$ cat config.mk
export PLATFORM = sky130hd
export DESIGN_NAME = kirq_unit
export DESIGN_NICKNAME = d
export VERILOG_FILES = /design/src/rtl/kirq_pkg.sv /design/src/rtl/kirq_sync.sv /design/src/rtl/kirq_filter.sv /design/src/rtl/kirq_unit.sv
export SDC_FILE = /design/constraint.sdc
export NUM_CORES = 1
export LEC_CHECK = 0
export ABC_AREA = 1
export BUFFER_PORTS_ARGS = -buffer_cell sky130_fd_sc_hd__buf_4
export CELL_PAD_IN_SITES_DETAIL_PLACEMENT = 1
export CELL_PAD_IN_SITES_GLOBAL_PLACEMENT = 1
export CORE_UTILIZATION = 35
export DETAILED_ROUTE_END_ITERATION = 7
export GPL_ROUTABILITY_DRIVEN = 0
export PLACE_DENSITY_LB_ADDON = 0.1
export SYNTH_ARGS = -nofsm -noshare
export SYNTH_HDL_FRONTEND = slang
export SYNTH_SLANG_ARGS = --single-unit
$ cat constraint.sdc
create_clock -name clk_i -period 9.5 [get_ports clk_i]
set_clock_uncertainty 0.15 [all_clocks]
set_input_delay 0.475 -clock clk_i [delete_from_list [all_inputs] [get_ports clk_i]]
set_output_delay 0.475 -clock clk_i [all_outputs]
set_load 0.1 [all_outputs]
$ cat src/rtl/kirq_pkg.sv
package kirq_pkg;
  localparam int unsigned KEY_N = 8;
  localparam int unsigned GRP_W = 4;
  localparam int unsigned NGRP  = KEY_N / GRP_W;

  typedef enum logic [2:0] {
    RA_EDGE = 3'd0,
    RA_EN   = 3'd1,
    RA_FLAG = 3'd2,
    RA_PULL = 3'd3,
    RA_PRIO = 3'd4,
    RA_FILT = 3'd5
  } kirq_reg_e;
endpackage

$ cat src/rtl/kirq_sync.sv
module kirq_sync #(
  parameter int unsigned W = 8,
  parameter logic        RST_VAL = 1'b1
) (
  input  logic         clk_i,
  input  logic         rst_ni,
  input  logic [W-1:0] d_i,
  output logic [W-1:0] q_o
);
  for (genvar b = 0; b < W; b++) begin : g_bit
    logic meta_q, meta_d, stab_q, stab_d;

    always_comb begin
      meta_d = d_i[b];
      stab_d = meta_q;
    end

    always_ff @(posedge clk_i or negedge rst_ni) begin
      if (!rst_ni) begin
        meta_q <= RST_VAL;
        stab_q <= RST_VAL;
      end else begin
        meta_q <= meta_d;
        stab_q <= stab_d;
      end
    end

    assign q_o[b] = stab_q;
  end
endmodule

$ cat src/rtl/kirq_filter.sv
module kirq_filter #(
  parameter int unsigned W     = 4,
  parameter int unsigned SEL_W = 3
) (
  input  logic             clk_i,
  input  logic             rst_ni,
  input  logic             tick_i,
  input  logic [SEL_W-1:0] sel_i,
  input  logic [W-1:0]     din_i,
  output logic [W-1:0]     dout_o
);
  localparam int unsigned CNT_W = (1 << SEL_W);

  logic [W-1:0]     cand_q, cand_d;
  logic [W-1:0]     filt_q, filt_d;
  logic [CNT_W-1:0] cnt_q, cnt_d;
  logic [CNT_W-1:0] limit;
  logic [CNT_W-1:0] cnt_inc;

  always_comb begin
    limit   = CNT_W'(1) << sel_i;
    cnt_inc = cnt_q + CNT_W'(1);
    cand_d  = din_i;
    cnt_d   = cnt_q;
    filt_d  = filt_q;
    if (sel_i == '0) begin
      filt_d = din_i;
      cnt_d  = '0;
    end else if (din_i != cand_q) begin
      cnt_d = '0;
    end else if (filt_q == cand_q) begin
      cnt_d = '0;
    end else if (tick_i) begin
      if (cnt_inc >= limit) begin
        filt_d = cand_q;
        cnt_d  = '0;
      end else begin
        cnt_d = cnt_inc;
      end
    end
  end

  always_ff @(posedge clk_i or negedge rst_ni) begin
    if (!rst_ni) begin
      cand_q <= '1;
      filt_q <= '1;
      cnt_q  <= '0;
    end else begin
      cand_q <= cand_d;
      filt_q <= filt_d;
      cnt_q  <= cnt_d;
    end
  end

  assign dout_o = filt_q;

  // with a nonzero hold time the output only moves on a tick
  p_hold_no_tick_r7: assert property (@(posedge clk_i) disable iff (!rst_ni)
    (sel_i != '0 && !tick_i) |=> $stable(dout_o));
endmodule

$ cat src/rtl/kirq_unit.sv
module kirq_unit
  import kirq_pkg::*;
#(
  parameter logic [7:0]  GATE_DIRECT = 8'h80,
  parameter int unsigned SEL_W       = 3,
  parameter logic [23:0] VEC_BASE    = 24'h000014,
  parameter int unsigned VEC_STEP    = 2
) (
  input  logic        clk_i,
  input  logic        rst_ni,
  input  logic        tick_i,
  input  logic [7:0]  key_i,
  input  logic        wr_i,
  input  logic [2:0]  addr_i,
  input  logic [7:0]  wdata_i,
  output logic [7:0]  rdata_o,
  output logic        irq_o,
  output logic [1:0]  irq_lvl_o,
  output logic [23:0] irq_vec_o,
  output logic [7:0]  pull_en_o
);
  localparam logic [23:0] VEC_LOW = VEC_BASE - 24'(VEC_STEP * (KEY_N - 1));

  // reset: asserted asynchronously, released after two clock edges
  logic rst_meta_q, rst_n;
  always_ff @(posedge clk_i or negedge rst_ni) begin
    if (!rst_ni) begin
      rst_meta_q <= 1'b0;
      rst_n      <= 1'b0;
    end else begin
      rst_meta_q <= 1'b1;
      rst_n      <= rst_meta_q;
    end
  end

  logic [KEY_N-1:0] key_s, key_f;

  kirq_sync #(.W(KEY_N), .RST_VAL(1'b1)) u_sync (
    .clk_i (clk_i),
    .rst_ni(rst_n),
    .d_i   (key_i),
    .q_o   (key_s)
  );

  logic [SEL_W-1:0] sel_q [NGRP];
  logic [SEL_W-1:0] sel_d [NGRP];

  for (genvar g = 0; g < NGRP; g++) begin : g_grp
    kirq_filter #(.W(GRP_W), .SEL_W(SEL_W)) u_filt (
      .clk_i (clk_i),
      .rst_ni(rst_n),
      .tick_i(tick_i),
      .sel_i (sel_q[g]),
      .din_i (key_s[g*GRP_W +: GRP_W]),
      .dout_o(key_f[g*GRP_W +: GRP_W])
    );
  end

  logic [KEY_N-1:0] cmp_q, cmp_d, en_q, en_d, flag_q, flag_d;
  logic [KEY_N-1:0] pull_q, pull_d, prev_q, prev_d;
  logic [1:0]       prio_q, prio_d;
  logic [KEY_N-1:0] hit, clr, pend;

  // next state for registers and flags
  always_comb begin
    cmp_d  = cmp_q;
    en_d   = en_q;
    pull_d = pull_q;
    prio_d = prio_q;
    for (int g = 0; g < NGRP; g++) sel_d[g] = sel_q[g];
    clr = '0;
    if (wr_i) begin
      case (addr_i)
        RA_EDGE: cmp_d  = wdata_i;
        RA_EN:   en_d   = wdata_i;
        RA_FLAG: clr    = wdata_i;
        RA_PULL: pull_d = wdata_i;
        RA_PRIO: prio_d = wdata_i[1:0];
        RA_FILT: for (int g = 0; g < NGRP; g++) sel_d[g] = wdata_i[4*g +: SEL_W];
        default: ;
      endcase
    end
    hit    = (key_f ^ prev_q) & ~(key_f ^ cmp_q);
    flag_d = (flag_q & ~clr) | hit;
    prev_d = key_f;
  end

  always_ff @(posedge clk_i or negedge rst_n) begin
    if (!rst_n) begin
      cmp_q  <= '0;
      en_q   <= '0;
      flag_q <= '0;
      pull_q <= '1;
      prio_q <= '0;
      prev_q <= '1;
      for (int g = 0; g < NGRP; g++) sel_q[g] <= '0;
    end else begin
      cmp_q  <= cmp_d;
      en_q   <= en_d;
      flag_q <= flag_d;
      pull_q <= pull_d;
      prio_q <= prio_d;
      prev_q <= prev_d;
      for (int g = 0; g < NGRP; g++) sel_q[g] <= sel_d[g];
    end
  end

  // request, level and winning vector
  always_comb begin
    pend      = flag_q & en_q;
    irq_o     = |pend;
    irq_lvl_o = prio_q;
    irq_vec_o = '0;
    for (int i = 0; i < KEY_N; i++) begin
      if (pend[i]) irq_vec_o = VEC_BASE - 24'(VEC_STEP * i);
    end
    pull_en_o = pull_q & ~GATE_DIRECT;
  end

  // read mux
  always_comb begin
    rdata_o = '0;
    case (addr_i)
      RA_EDGE: rdata_o = cmp_q;
      RA_EN:   rdata_o = en_q;
      RA_FLAG: rdata_o = flag_q;
      RA_PULL: rdata_o = pull_q;
      RA_PRIO: rdata_o = {6'b0, prio_q};
      RA_FILT: for (int g = 0; g < NGRP; g++) rdata_o[4*g +: SEL_W] = sel_q[g];
      default: rdata_o = '0;
    endcase
  end

  // a flag only rises when its filtered line matched the edge select
  p_flag_cause_r2: assert property (@(posedge clk_i) disable iff (!rst_n)
    ((flag_q & ~$past(flag_q) & ~$past(key_f ~^ cmp_q)) == '0));

  // a clear without a same-cycle edge leaves the flag at 0
  p_clear_r6: assert property (@(posedge clk_i) disable iff (!rst_n)
    ((flag_q & $past(clr & ~hit)) == '0));

  // an edge always leaves its flag set, even against a clear
  p_set_wins_r6: assert property (@(posedge clk_i) disable iff (!rst_n)
    ((~flag_q & $past(hit)) == '0));

  // the vector stays inside the table while requesting, 0 otherwise
  p_vec_range_r5: assert property (@(posedge clk_i) disable iff (!rst_n)
    irq_o |-> (irq_vec_o <= VEC_BASE && irq_vec_o >= VEC_LOW));
  p_vec_idle_r5: assert property (@(posedge clk_i) disable iff (!rst_n)
    !irq_o |-> (irq_vec_o == '0));

  // the level follows the write
  p_level_r4: assert property (@(posedge clk_i) disable iff (!rst_n)
    (wr_i && addr_i == RA_PRIO) |=> (irq_lvl_o == $past(wdata_i[1:0])));
endmodule

==> metrics.cfg, run 1 <==
[run_status]
status=complete, but fails checks
violations=DRC

[setup_path]
critPathMaxFanout=8
crit_required_ns=9.65
critPathKind=reg2reg
cp.arrival_ns=2.81
end_kind=flip-flop
start_kind=flip-flop

[clock_network]
cts_setup_buffers=0
path_clk_slew_ns=0.07
htreeDepth=3
root_buffer=clkbuf_16
cts_resized=0
numCtsBuffers=9
clk_path_buf_depth=2
cts.sinks=98
insertion_delay_ns=0.36
tritoncts=done

[cells_and_area]
multiInputGateArea_um2=2320
fill_cells=1792
register_area_um2=2520
layout_common_cells=215 x nand2_1, 75 x inv_1, 57 x nand3_1, 56 x o21ai_0, 49 x dfrtp_1
layout-area-overhead-vs-synth_pct=12.8
antenna_cells=0
mostFrequentLayoutCell=nand2_1
drive_gt1_share_pct=16.8
final_area_um2=6010
fin_nets=744

[synth]
synthFlopType=dfrtp_1
async_flop_share_pct=100
synthCells=665
synth_edf_count=0
synth_area_um2=5330
yosysWarningCount=0
yosysSeqAreaShare_pct=47.2
ys_seq_elements=98
avgSynthCellArea_um2=8.01
ys_types=34

[sta]
fin_crit_ns=2.67
min_period_over_period_pct=28.1
finalSetupTns_ns=0
final-setup-viol-count=0
worst_slew_pin_slew_ns=1.01
rsz0062_at_grt=false
slew_viol_final=0
slew-limit-headroom_pct=33.0
timing.fmax_mhz=375
finalHoldViolations=0

[pwr]
pwr-share-clk_pct=24.2
power_density_nw_per_um2=246
combPwrFrac_pct=34.1
switchingPower_mw=0.632
leakage_nw=3.03
intPower_mw=0.846
seqPwrFrac_pct=41.7
ir_worst_vdd_uv=114
swShare_pct=42.8

[global_routing]
grt_use_total_pct=18.8
antenna_found_initial=0
grt.overflow.total=0
grt_pass1_vias=4554
grt_max_degree=77
grt_pass1_wl_mm=22.9

[floorplanning]
core_region_area_um2=14700
row_count=44
start_util_pct=36.2
dieArea_um2=15700
die_x_um=125
io_pins=66
die_y_um=125

[route]
wl_mm=13.7
vias_per_cell=4.90
drt_first_pass_iters=6
drt_iter0_drc=228
post_drt_wl_per_cell_um=15.4
num_vias=4374
ant_nets=0
drc=7

[place]
placed_area_um2=5710
hpwl_mm=10.3
portBuffers=44

[worst_hold_path]
hold_path.class=reg2async

[run]
cap_violations=0

-- metal layers --
metal,global-route usage [%],routed length (um),vias up
li1,-,-,2160
met1,23.9,6310,2138
met5,0,0,-
met3,3.85,458,15
met4,7.68,256,0
met2,31.4,6670,61
-- state kept, by name, indices dropped and copies added (netlist names) --
register,count
g_grp.u_filt.dout_o,8
rst_meta_q,1
g_grp.u_filt.cnt_q,16
pull_q,8
en_q,8
rst_n,1
irq_lvl_o,2
cmp_q,8
u_sync.g_bit.meta_q,8
sel_q,6
flag_q,8
prev_q,8
u_sync.g_bit.stab_q,8
g_grp.u_filt.cand_q,8
-- through the flow --
| stage | total power [mW] | worst slack [ns] | utilization, % | std cells | hold WS [ns] |
|---|---|---|---|---|---|
| 2_1_floorplan | 1.02 | 6.13 | - | 685 | 0.0294 |
| 3_3_place_gp | 1.11 | 7.00 | 38.8 | 875 | 0.0624 |
| 3_5_place_dp | 1.13 | 6.89 | 38.8 | 875 | 0.0621 |
| 4_1_cts | 1.51 | 6.86 | 40.9 | 892 | 0.0480 |
| 5_1_grt | 1.57 | 6.58 | 40.9 | 892 | 0.0492 |
| 6_report | 1.48 | 6.83 | 40.9 | 892 | 0.0549 |
-- critical path: stages, from the launching register on --
cell and delay (ns):
dfrtp_1 0.42, nand3_1 0.15, nor2_1 0.15, nand3_1 0.13, o21ai_0 0.20, nand2_1 0.11, ha_1 0.32, a21o_1 0.18
nor2_1 0.15, nand2_1 0.11, nor2_2 0.30, nand3_1 0.13, nand2_1 0.09
-- final timing paths --
| check | to | from | slack (ns) | cells after the start |
|---|---|---|---|---|
| max in group asynchronous | sel_q[5]$_DFFE_PN0P_ | rst_n$_DFF_PN0_ | 7.85 | 1 |
| min reg2reg | g_grp[0].u_filt.cnt_q[6]$_DFFE_PN0P_ | rst_n$_DFF_PN0_ | 0.05 | 0 |
| min | g_grp[0].u_filt.cnt_q[6]$_DFFE_PN0P_ | rst_n$_DFF_PN0_ | 0.05 | 0 |
| max | g_grp[0].u_filt.cnt_q[2]$_DFFE_PN0P_ | g_grp[0].u_filt.cnt_q[0]$_DFFE_PN0P_ | 6.83 | 12 |
| min in group clk_i | u_sync.g_bit[5].meta_q$_DFF_PN1_ | key_i[5] | 0.07 | 1 |
| max reg2reg | g_grp[0].u_filt.cnt_q[2]$_DFFE_PN0P_ | g_grp[0].u_filt.cnt_q[0]$_DFFE_PN0P_ | 6.83 | 12 |
-- cell usage after synthesis, drive strengths merged, types with 6 or more instances --
| cell type | instances | area, um2 |
|---|---|---|
| o21ai | 56 | 280 |
| nand4 | 6 | 37.5 |
| xor2 | 9 | 78.8 |
| inv | 77 | 289 |
| nand3 | 57 | 285 |
| a22oi | 8 | 60.1 |
| xnor2 | 6 | 52.6 |
| dfrtp | 50 | 1250 |
| ha | 18 | 225 |
| o211ai | 9 | 67.6 |
| dfstp | 48 | 1260 |
| a21oi | 6 | 30.0 |
| buf | 36 | 256 |
| nor2 | 40 | 184 |
| nand2 | 216 | 818 |
-- kinds of logic (layout without fill, tap and decap cells) --
| kind of cell | count (synthesis) | count (layout) | share of synthesized area, % |
|---|---|---|---|
| compound gates | 90 | 90 | 9.91 |
| xor+xnor | 15 | 15 | 2.47 |
| fa+ha+maj | 18 | 18 | 4.23 |
| buf+inv | 119 | 142 | 10.7 |
| flops | 98 | 98 | 47.2 |
| other cells | 2 | 22 | 0.141 |
| simple gates | 323 | 323 | 25.4 |
-- power groups by stage --
stage	sequential, mW	clock, mW	combinational, mW
5_1_grt	0.630	0.389	0.552
2_1_floorplan	0.607	0	0.410
6_report	0.616	0.358	0.504
3_5_place_dp	0.625	0	0.506
3_3_place_gp	0.620	0	0.494
4_1_cts	0.617	0.378	0.509
-- layout make-up --
cell class,count,area share [%]
Clock buffer,11,4.21
Sequential cell,98,41.9
Clock inverter,5,0.625
Inverter,80,5.00
Multi-Input combinational cell,468,38.6
Timing Repair Buffer,46,5.79
Tap cell,184,3.83
-- repair_timing --
item | 4_1_cts | 5_1_grt
endpoints found under the hold margin | 2 | 0
hold buffers | 1 | 0
setup endpoints to repair | 0 | 0
Power figures use the tool's default switching activity.
==> run 2, diff against run 1 <==
--- a/config.mk
+++ b/config.mk
@@ -5,7 +5,7 @@
 export SDC_FILE = /design/constraint.sdc
 export NUM_CORES = 1
 export LEC_CHECK = 0
-export ABC_AREA = 1
+export ABC_AREA = 0
 export BUFFER_PORTS_ARGS = -buffer_cell sky130_fd_sc_hd__buf_4
 export CELL_PAD_IN_SITES_DETAIL_PLACEMENT = 1
 export CELL_PAD_IN_SITES_GLOBAL_PLACEMENT = 1
==> constraint.sdc (replaced) <==
create_clock -name clk_i -period 2.4 [get_ports clk_i]
set_clock_uncertainty 0.15 [all_clocks]
set_input_delay 0.12 -clock clk_i [delete_from_list [all_inputs] [get_ports clk_i]]
set_output_delay 0.12 -clock clk_i [all_outputs]
set_load 0.1 [all_outputs]
==> metrics.cfg, run 2 <==
[run_status]
status=complete, but fails checks
violations=setup timing

[clock_network]
cts.sinks=98
insertion_delay_ns=0.35
tritoncts=done
htreeDepth=3
clk_path_buf_depth=2
root_buffer=clkbuf_16
numCtsBuffers=9
path_clk_slew_ns=0.07

[place]
placed_area_um2=6040
portBuffers=44
place_ws_ns=-0.269
post-place-cells=729
hpwl_mm=9.36

[pwr]
power_density_nw_per_um2=902
intPower_mw=3.68
combPwrFrac_pct=37.9
seqPwrFrac_pct=39.9
swShare_pct=40.9
finalPower_mw=6.24
pwr-share-clk_pct=22.2
switchingPower_mw=2.55
ir_worst_vdd_uv=507
leakage_nw=2.94

[worst_hold_path]
hold_path.class=reg2async

[route]
ant_nets=0
drt_first_pass_iters=4
drt_iter0_drc=168
num_vias=3979
drc=0
wl_mm=13.4
vias_per_cell=5.12
post_drt_wl_per_cell_um=17.2

[sta]
postLayoutSetupSlackWorst_ns=-0.235
finalSetupTns_ns=-2.45
rsz0062_at_grt=true
fin_crit_ns=2.63
slew_viol_final=0
min_period_over_period_pct=110
finalHoldViolations=0
worst_slew_pin_slew_ns=0.621
final-setup-viol-count=17
timing.fmax_mhz=380
slew-limit-headroom_pct=58.4

[cells_and_area]
stdcell_count=777
largest_register_ffs=16
mostFrequentLayoutCell=buf_4
layout_common_cells=102 x buf_4, 48 x nand2_1, 48 x dfstp_2, 45 x dfrtp_1, 30 x nor2_1
drive_gt1_share_pct=45.2
regMostFlops=g_grp.u_filt.cnt_q
final_area_um2=6920
antenna_cells=0
fin_nets=629
layout-area-overhead-vs-synth_pct=32.7

[synth]
ys_seq_elements=98
yosys-top-cells-area=dfstp_2 24%, dfrtp_1 24%, buf_4 4.5%, ha_1 4.3%, mux2_2 4.3%
synthCells=476
synth_area_um2=5210
avgSynthCellArea_um2=11.0
yosysSeqAreaShare_pct=48.2
ys_types=59
async_flop_share_pct=100
synthTopCellsByCount=50 x dfrtp_1, 49 x nand2_1, 48 x dfstp_2, 34 x nor2_1, 31 x buf_4
synth.most_common_cell=dfrtp_1
yosysTopAreaCellShare_pct=24.2
synthFlopType=dfrtp_1
synth_edf_count=0
netlist.top_cell.by_area=dfstp_2
yosysWarningCount=0

[setup_path]
cp-startpoint=g_grp[1].u_filt.cnt_q[0]$_DFFE_PN0P_
end_kind=flip-flop
r2r-start=g_grp[1].u_filt.cnt_q[0]$_DFFE_PN0P_
start_kind=flip-flop
crit_required_ns=2.54
cp.arrival_ns=2.78
critPathKind=reg2reg
critPathMaxFanout=5

[floorplanning]
dieArea_um2=15400
die_x_um=124
core_region_area_um2=14500
row_count=44
start_util_pct=35.9
die_y_um=124
io_pins=66

[global_routing]
grt_pass1_wl_mm=21.1
grt_max_degree=38
grt_pass1_vias=4156
antenna_found_initial=0
grt.overflow.total=0
grt_use_total_pct=18.2

[run]
cap_violations=0

-- run 2: area by class of cell --
cell class                      count  area (um2)
Fill cell                        1584        7620
Inverter                            4        17.5
Sequential cell                    98        2520
Tap cell                          184         230
Clock buffer                       10         229
Clock inverter                      6        50.0
Multi-Input combinational cell    347        2830
Timing Repair Buffer              128        1040
-- run 2: worst paths after layout --
kind                       slack, ns  cells past startpoint                              endpoint
min in group clk_i              0.16                      4              irq_lvl_o[0]$_DFFE_PN0P_
max reg2reg                    -0.23                     11  g_grp[1].u_filt.cnt_q[5]$_DFFE_PN0P_
max in group asynchronous       1.36                      1                 pull_q[6]$_DFFE_PN1P_
min reg2reg                     0.09                      0                   flag_q[3]$_DFF_PN0_
min                             0.09                      0                   flag_q[3]$_DFF_PN0_
max                            -0.23                     11  g_grp[1].u_filt.cnt_q[5]$_DFFE_PN0P_
-- run 2: kinds of logic (layout without fill, tap and decap cells) --
group,count (synthesis),in the layout,share of synthesized area (%)
xor gates and xnor gates,27,27,4.54
buffers and inverters,51,148,6.19
other,2,22,0.144
AOI/OAI and AO/OA,76,76,10.8
and+or+nand+nor,159,159,15.4
adders and majority gates,18,18,4.32
muxes,45,45,10.4
DFF,98,98,48.2
-- run 2: what timing repair did --
| action | CTS | global route |
|---|---|---|
| hold endpoints to repair | 50 | 1 |
| setup buffers | 13 | 2 |
| setup endpoints to repair | 24 | 24 |
| hold buffers | 18 | 1 |
| pin swaps | 32 | 30 |
| resized for setup | 29 | 41 |
-- run 2: worst max-delay path, cell delays in order (launching register included) --
cell       delay [ns]
dfrtp_1          0.40
ha_2             0.20
nand3_2          0.07
nor2_2           0.12
xor2_1           0.20
ha_1             0.29
a21o_1           0.20
a2111oi_4        0.34
o31ai_4          0.18
buf_4            0.17
a211oi_2         0.14
a21o_1           0.10
-- run 2: stage by stage --
step,utilization [%],hold slack [ns]
2_1_floorplan,-,-0.326
6_report,47.6,0.0855
5_1_grt,47.6,0.106
3_5_place_dp,41.6,-0.247
4_1_cts,46.2,0.00680
3_3_place_gp,41.6,-0.247
-- run 2: power groups by stage --
stage	sequential, mW	clock, mW	combinational [mW]
2_1_floorplan	2.41	0	1.73
3_3_place_gp	2.48	0	2.13
3_5_place_dp	2.50	0	2.18
4_1_cts	2.48	1.43	2.29
5_1_grt	2.54	1.50	2.52
6_report	2.49	1.38	2.37
-- run 2: metal layers --
metal	vias to the layer above	part of all wire [%]	track usage, %
li1	1868	-	-
met1	2022	47	24.4
met2	72	49	29.8
met3	17	2.7	2.88
met4	0	1.6	6.70
met5	-	0	0
